## src/rtl/push_port.sv

```systemverilog
module push_port #(
  parameter int NKEYS      = 4,
  parameter int DW         = 32,
  parameter int AW         = 2,
  parameter int SYNC_DEPTH = 2
) (
  input  logic          clk,
  input  logic          rst_n,
  input  logic [AW-1:0] addr,
  input  logic          rd_en,
  input  logic          wr_en,
  input  logic [DW-1:0] wdata,
  output logic [DW-1:0] rdata,
  input  logic [NKEYS-1:0] key_raw,
  output logic          irq
);
  localparam logic [AW-1:0] IDX_LIVE = AW'(0);
  localparam logic [AW-1:0] IDX_MASK = AW'(2);
  localparam logic [AW-1:0] IDX_CAPT = AW'(3);
  localparam int PAD = DW - NKEYS;

  logic [SYNC_DEPTH-1:0][NKEYS-1:0] sync_pipe;
  logic [NKEYS-1:0] key_now, key_last, edge_hit;
  logic [NKEYS-1:0] mask_q, cap_q, clr_bits;
  logic _unused_wdata;

  assign _unused_wdata = &{1'b0, wdata[DW-1:NKEYS]};

  assign key_now  = sync_pipe[SYNC_DEPTH-1];
  assign edge_hit = key_last & ~key_now;
  assign clr_bits = (wr_en && addr == IDX_CAPT) ? wdata[NKEYS-1:0] : '0;
  assign irq      = |(cap_q & mask_q);

  always_ff @(posedge clk) begin
    if (!rst_n) begin
      sync_pipe <= '0;
      key_last  <= '0;
    end else begin
      sync_pipe <= {sync_pipe[SYNC_DEPTH-2:0], key_raw};
      key_last  <= key_now;
    end
  end

  always_ff @(posedge clk) begin
    if (!rst_n) begin
      mask_q <= '0;
      cap_q  <= '0;
    end else begin
      if (wr_en && addr == IDX_MASK)
        mask_q <= wdata[NKEYS-1:0];
      cap_q <= (cap_q & ~clr_bits) | edge_hit;
    end
  end

  always_ff @(posedge clk) begin
    if (!rst_n) begin
      rdata <= '0;
    end else if (rd_en) begin
      case (addr)
        IDX_LIVE: rdata <= {{PAD{1'b0}}, key_now};
        IDX_MASK: rdata <= {{PAD{1'b0}}, mask_q};
        IDX_CAPT: rdata <= {{PAD{1'b0}}, cap_q};
        default:  rdata <= '0;
      endcase
    end
  end
endmodule


```

## config.mk

```make
export PLATFORM = sky130hd
export DESIGN_NAME = push_port
export DESIGN_NICKNAME = d
export VERILOG_FILES = /design/src/rtl/push_port.sv
export SDC_FILE = /design/constraint.sdc
export NUM_CORES = 1
export LEC_CHECK = 0
export ABC_AREA = 0
export BUFFER_PORTS_ARGS = -buffer_cell sky130_fd_sc_hd__buf_4
export CAP_MARGIN = 20
export CORE_MARGIN = 2
export CORE_UTILIZATION = 41
export DETAILED_ROUTE_END_ITERATION = 12
export PLACE_DENSITY = 0.83
export RECOVER_POWER = 25
export SYNTH_ARGS = -nofsm -noshare
export SYNTH_HDL_FRONTEND = slang
export SYNTH_SLANG_ARGS = --single-unit
```

## constraint.sdc

```tcl
create_clock -name clk -period 1 [get_ports clk]
set_input_delay 0.15 -clock clk [delete_from_list [all_inputs] [get_ports clk]]
set_output_delay 0.15 -clock clk [all_outputs]
set_load 0.1 [all_outputs]
```

# Yosys cells after proc, flatten, opt, wreduce, memory -nomap -nowiden
# Index checks and enable logic that the tools add are counted.
# op_classes
n_eq_ne	2
n_reduce_logical	4
mux	2
bitwise	6
# ops
op	n
$and 4x4->4	3
$pmux 4 s3	1
$not 4->4	2
$eq 2x2->1 const B	2
$mux 4	1
$or 4x4->4	1
$reduce_or 4->1	1
$logic_and 1x1->1	2
$logic_not 2->1	1
# word_totals
reg_bits	52
output_inout_bits	33
in_bits	42
elab_cells	20

# Longest topological paths before layout
# Gate-level depths: netlist of run 1.
# logic_depth
depth_word	6
depth_mapped	4
mapped_depth_nobuf	3

# Least setup slack after synthesis of run 1
# No wires, ideal clock.
# synth_path
kind	reg-to-reg
start	reg rdata[3] (netlist name)
end	reg rdata[3]
synth_period_minus_slack_ns	1.341
setup_time_ns	0.075
t_required_ns	0.925
path_slack_ns	-0.341
t_arrival_ns	1.266
n_path_buf	0
path_stages_with_launch	3
path_cell_list	dfxtp_1 > o21ai_0 > a31oi_1
# synth_rtl
item	line_no	rtl
to (signal assigned)	60	IDX_LIVE: rdata <= {{PAD{1'b0}}, key_now};
to (signal assigned)	61	IDX_MASK: rdata <= {{PAD{1'b0}}, mask_q};
to (signal assigned)	62	IDX_CAPT: rdata <= {{PAD{1'b0}}, cap_q};
to (decl)	13	output logic [DW-1:0] rdata,

# Worst setup path in the final report of run 1
# layout_path
start	reg mask_q[3]
end	out irq
# layout_between
elab_chain_len	2
# layout_rtl
item	line_no	rtl
from (decl)	24	logic [NKEYS-1:0] mask_q, cap_q, clr_bits;
from (signal assigned)	50	mask_q <= wdata[NKEYS-1:0];
$and 4x4->4	32	assign irq = |(cap_q & mask_q);
$reduce_or 4->1	32	
to (decl)	15	output logic irq
# Every way passes these cells.

==> results of run 1 <==
==> power by group through the flow <==
stage | logic [µW] | clock network, µW | registers [µW]
after floorplan | 622 | 0 | 1100
after global placement | 667 | 0 | 1040
after detailed placement | 673 | 0 | 1040
after CTS | 706 | 694 | 1020
after global routing | 731 | 740 | 1030
final | 709 | 686 | 1020
==> layout make-up <==
cell class / instances / share of cell area, %
sequential: 24 / 36.8
multi-input combinational: 85 / 40.0
clock buffer: 3 / 1.69
clock inverter: 1 / 2.25
tap: 30 / 2.81
timing repair buffer: 21 / 16.5
==> per-stage QoR <==
stage,total power [µW],setup slack [ps],cells,setup TNS (ps),hold WS (ps)
6_report,2420,-265,164,-340,35.4
4_1_cts,2420,-257,164,-346,31.8
3_5_place_dp,1710,19.5,157,0,361
2_1_floorplan,1720,-6.68,140,-6.68,232
3_3_place_gp,1700,18.0,157,0,358
5_1_grt,2500,-310,164,-570,13.6
==> kinds of logic after synthesis <==
logic type	Yosys count
buf+inv	31
simple gates	30
flops	24
compound gates	19
mux	8
other cells	1
==> metal layers <==
metal  track usage, %  vias to the layer above
li1                 -                      357
met1             14.9                      320
met2             18.8                       36
met3             3.49                        0
met4             4.08                        0
met5                0                        -
==> worst min-delay path by stage <==
stage | to | slack (ps) | cells past startpoint
6_report | sync_pipe[0] | 40 | 2
2_1_floorplan | rdata[1] | 230 | 1
4_1_cts | sync_pipe[0] | 30 | 2
3_3_place_gp | sync_pipe[1] | 360 | 2
3_5_place_dp | sync_pipe[1] | 360 | 2
5_1_grt | sync_pipe[0] | 10 | 2
==> cell usage in the layout, fill, tap and decap left out <==
| cell | Yosys | routed |
|---|---|---|
| nand3b_4 | 1 | 1 |
| a21boi_1 | 4 | 4 |
| buf_12 | 0 | 5 |
| o21ai_0 | 4 | 4 |
| buf_4 | 28 | 14 |
| dfxtp_2 | 0 | 9 |
| o21a_1 | 4 | 4 |
| and3_4 | 1 | 1 |
| nand2_2 | 0 | 2 |
| a21oi_1 | 1 | 1 |
| dfxtp_1 | 24 | 15 |
| and2_0 | 0 | 3 |
| clkbuf_4 | 0 | 3 |
| a31oi_1 | 3 | 3 |
| and2_1 | 12 | 9 |
| mux2i_1 | 4 | 4 |
| conb_1 | 1 | 28 |
| nand2_1 | 7 | 5 |
| mux2_4 | 1 | 3 |
| nor2b_1 | 8 | 8 |
| a22oi_2 | 0 | 3 |
| buf_6 | 1 | 1 |
| mux2_1 | 3 | 1 |
| bufinv_16 | 0 | 1 |
| nor2_1 | 1 | 1 |
| clkbuf_1 | 2 | 1 |
==> registers in the layout (all words and copies together), names as in the netlist <==
signal     count
key_now        4
rdata          4
cap_q          4
key_last       4
mask_q         4
sync_pipe      4
==> what timing repair did <==
item | in CTS | in global routing
setup endpoints to repair | 5 | 8
buffers inserted | 3 | 0
pin swaps | 5 | 4
resized for setup | 22 | 5
==> flow_summary.ini, run 1 <==
[synthesis]
synth_top_area_share_pct = 43.1
synth_top_cells_by_area = dfxtp_1 (43%), buf_4 (19%), and2_1 (6.7%)
yosys.cell_types.count = 20
synthMuxAreaShare_pct = 7.97
avgSynthCellArea_um2 = 9.87
syn_area_um2 = 1110
synth_compound_area_share_pct = 11.3
yosysMostFrequentCell = buf_4
synth_seq_cells = 24
synth_commonest_cells = buf_4 (28), dfxtp_1 (24), and2_1 (12)
yosys.area_share.simple_pct = 16.7
synth_edf_count = 0
synth_xor_area_share_pct = 0
yosysWarnings = 0
synth-adder-area-share_pct = 0
synthFlopType = dfxtp_1
synth_area_leader_cell = dfxtp_1
synth_top_family_by_area = buffers and inverters
seq_area_frac_synth_pct = 43.1
synthCells = 113
synthArstFlopShare_pct = 0

[timing]
period_share_pct = 126
slew_viol_final = 0
fmax_ghz = 0.791
rsz0062_at_grt = yes
final-setup-viol-count = 5
tightest_slew_ps = 767
slew_headroom_pct = 48.9
hold_violations = 0
fin_skew_ps = 10.1
final.setup.worst_slack_ps = -265
finalCriticalPeriod_ps = 1260

[clock_network]
cts.sinks = 24
clk_pin_slew_worst_paths_ps = 130
cts_tree = yes
clock_path_buffers = 2
clock_tree.root_cell = clkbuf_4
ctsHoldBuffers = 0
numCtsBuffers = 3
htree_levels = 1
clk-insertion-delay-late_ps = 310

[global_route]
antenna_found_initial = 0
grt_pass1_vias = 674
grt_max_degree = 25
gr-total-overflow = 0
grt_pass1_wl_mm = 2.95
grt_use_total_pct = 11.7

[power_and_ir_drop]
power_frac_comb_pct = 29.3
p_leak_uw = 0.000619
power_frac_seq_pct = 42.3
power_switching_share_pct = 37.1
pwr_density_cell_nw_per_um2 = 1810
irDropWorstVdd_mv = 1.04
p_clk_share_pct = 28.4
internal_power_uw = 1520
p_switching_uw = 897

[critical_path]
endpoint = irq
cp_top_family = flip-flops
cp_max_fo = 2
critPathBufInv = 1
crit_type = reg2out
worst-endpoint-arrival_ps = 1110
cpPeakStageDelay_ps = 350
cp.depth = 3
timing.rr.start = cap_q[0]
cp.required_ps = 850
rr_worst_depth = 4
path_cells = a22oi_2 -> nand2_2 -> buf_12
cp_slowest_cell = dfxtp_2
setup.worst_path.end_class = output port
critical_path.startpoint = mask_q[3]
r2r_setup_slack_ps = 30
r2r-end = rdata[0]
critPathLaunchType = flip-flop

[routing]
vias = 713
totalWireLength_mm = 1.76
top_layer = met3
drt_iter0_markers = 5
wl_per_cell_um = 10.7
via_per_inst = 4.35
route.detailed.drc = 0
first_pass_iters = 2
drt-met1-wl_um = 788
wl_met2_um = 832
route.met3.wl_um = 140
detail-route-antenna-nets = 0

[cells_and_area]
nets = 177
layout-drive-gt1-share_pct = 32.1
syn_to_final_growth_pct = 19.9
final_area_um2 = 1340
nFillCells = 235
multi_input_area_um2 = 534
fin_util_pct = 53.0
seq_area_um2 = 492
antenna_cells = 0

[floorplanning]
rows = 18
chipWidth_um = 56.1
io_pins = 75
die_area_um2 = 3150
floorplan.initialDensity_pct = 44.2
fp.coreArea_um2 = 2520
die_h_um = 56.1

[flow_run]
cap_viol_max_count = 0

[min_path]
hp-class = in2reg
hp-start = key_raw[0]

[placement]
hpwl_mm = 1.29
port_buffers = 18
gp_congestion = 0.751
post_dp_cell_area_um2 = 1170

[status]
status = finished with violations
violations = negative setup slack
Note: power is estimated with default switching activity, not from simulation.
==> inputs of run 2 (changes only) <==
--- a/config.mk
+++ b/config.mk
@@ -13,6 +13,7 @@
 export DETAILED_ROUTE_END_ITERATION = 12
 export PLACE_DENSITY = 0.83
 export RECOVER_POWER = 25
+export SKIP_LAST_GASP = 1
 export SYNTH_ARGS = -nofsm -noshare
 export SYNTH_HDL_FRONTEND = slang
 export SYNTH_SLANG_ARGS = --single-unit
==> constraint.sdc (replaced) <==
create_clock -name clk -period 1 [get_ports clk]
set_input_delay 0.2 -clock clk [delete_from_list [all_inputs] [get_ports clk]]
set_output_delay 0.2 -clock clk [all_outputs]
set_load 0.1 [all_outputs]
==> run 2 against run 1 <==
  * The flow still finishes with violations (negative setup slack)
  * Critical path depth unchanged
  * Largest power group unchanged
  * Wire length up 1.5%
  * First-iteration DRC count up 20%
  * Highest routed layer is now met4
  * Global-route usage down 0.10 points
  * Setup slack worse by 66 ps
  * Sequential share of layout area up 0.37 points
  * Sequential power about the same
  * Cell count unchanged
  * Non-clock buffer count up 1
  * Register-to-register slack about the same
  * Cell area down 0.75%
  * Core utilization down 0.40 points
==> flow_summary.ini, run 2 (same netlist as run 1, synthesis figures left out) <==
[status]
violations = negative setup slack
status = finished with violations

[floorplanning]
chipWidth_um = 56.1
rows = 18
die_area_um2 = 3150
floorplan.initialDensity_pct = 44.2
fp.coreArea_um2 = 2520
die_h_um = 56.1
io_pins = 75

[global_route]
grt_pass1_wl_mm = 2.95
grt.busiest_layer = met2
use_met1_pct = 13.6
antenna_found_initial = 0
grt_max_degree = 25
gr-usage-met3_pct = 2.09
grt_use_total_pct = 11.6
use_met2_pct = 21.0
grt_pass1_vias = 696
gr-total-overflow = 0

[power_and_ir_drop]
irDropWorstVdd_mv = 0.934
p_leak_uw = 0.000615
pwr_density_cell_nw_per_um2 = 1610

[critical_path]
worst-endpoint-arrival_ps = 1130
cp.required_ps = 800
rr_worst_depth = 4
cp_slowest_cell = dfxtp_2
critical_path.startpoint = cap_q[3]
cpPeakStageDelay_ps = 350
crit_type = reg2out
path_cells = a22oi_2 -> nand2_4 -> buf_12
critPathLaunchType = flip-flop
r2r_setup_slack_ps = 30
cp_max_fo = 2
endpoint = irq
timing.rr.start = mask_q[3]
setup.worst_path.end_class = output port
r2r-end = rdata[3]

[timing]
period_share_pct = 133
slew_viol_final = 0
rsz0062_at_grt = yes
tightest_slew_ps = 751
final-setup-viol-count = 5
fin_skew_ps = 0.593
hold_violations = 0
slew_headroom_pct = 49.9
finalCriticalPeriod_ps = 1330
final.setup.worst_slack_ps = -331
fmax_ghz = 0.751

[clock_network]
cts.sinks = 24
post_cts_buffers = 0
clock_tree.root_cell = clkbuf_4
clock_path_buffers = 2
cts_tree = yes
htree_levels = 1
numCtsBuffers = 3
clk-insertion-delay-late_ps = 300
clk_pin_slew_worst_paths_ps = 120
ctsHoldBuffers = 0

[cells_and_area]
seq_area_um2 = 493
fin_cells = 164
layout_commonest_cell = conb_1
antenna_cells = 0
final_cell_mix = conb_1 (28), dfxtp_1 (16), buf_4 (15), and2_1 (11), nor2b_1 (8)
syn_to_final_growth_pct = 19.0
layout-drive-gt1-share_pct = 32.8
nets = 178
multi_input_area_um2 = 546
nFillCells = 247

[routing]
first_pass_iters = 4
drt_iter0_markers = 6
totalWireLength_mm = 1.79
route.detailed.drc = 0
via_per_inst = 4.44
vias = 728
detail-route-antenna-nets = 0
wl_per_cell_um = 10.9

[min_path]
hp-class = in2reg

[placement]
hpwl_mm = 1.33
port_buffers = 18
gp_congestion = 0.770
dp_cells = 161
pre_cts_ws_ps = -83.5

[flow_run]
cap_viol_max_count = 0
## run 2: cell count changes in the layout (fill, tap and decap cells not counted)
| cell | before | now |
|---|---|---|
| mux2_1 | 1 | 0 |
| bufinv_16 | 1 | 0 |
| dfxtp_2 | 9 | 7 |
| buf_4 | 14 | 15 |
| dfxtp_1 | 15 | 16 |
| and2_1 | 9 | 11 |
| mux2_4 | 3 | 4 |
| dfxtp_4 | 0 | 1 |
| nand2_4 | 0 | 1 |
| nand2_1 | 5 | 4 |
| and2_0 | 3 | 1 |
## run 2: layout make-up
type                            count  share of cell area, %
Timing Repair Buffer               22                   17.2
Sequential cell                    24                   37.2
Tap cell                           30                   2.83
Clock buffer                        3                   1.70
Multi-Input combinational cell     85                   41.1
## run 2: where the power goes
part | switching (µW) | internal [µW]
registers | 25.8 | 996
clock network | 253 | 140
logic | 592 | 123
total | 871 | 1260
## run 2: layer usage
layer,up-vias,share of wire (%)
met2,40,50
met3,4,7.7
met5,-,0
met1,325,41
met4,0,0.95
li1,359,-
## run 2: what timing repair did
action	CTS	global route
pin swaps	5	4
setup endpoints to repair	7	8
gates cloned	0	0
gates resized for setup	22	7
## run 2: worst max-delay path, delay by kind of cell, from the launching register on
family	cells	cell delay [ps]
compound gates	1	240
buf+inv	1	170
flops	1	350
simple gates	1	70
## run 2: metrics by stage
| step | cell area, µm² | power, µW | hold WS, ps | TNS [ps] | utilization, % |
|---|---|---|---|---|---|
| finish | 1330 | 2130 | 98.1 | -530 | 52.6 |
| global route | 1330 | 2220 | 76.3 | -923 | 52.6 |
| CTS | 1310 | 2140 | 92.0 | -554 | 51.9 |
| detailed placement | 1200 | 1720 | 412 | -126 | 47.7 |
| global placement | 1200 | 1710 | 408 | -107 | 47.7 |
| floorplan | 1230 | 1720 | 282 | -6.68 | - |
## run 2: how the worst min path moves through the flow
stage               startpoint      endpoint  slack (ps)  cells after the start
CTS                 key_raw[3]  sync_pipe[3]          90                      2
finish              key_raw[0]  sync_pipe[0]         100                      2
detailed placement  key_raw[0]  sync_pipe[0]         410                      2
global placement    key_raw[3]  sync_pipe[3]         410                      2
floorplan                rd_en      rdata[1]         280                      1
global route        key_raw[0]  sync_pipe[0]          80                      2
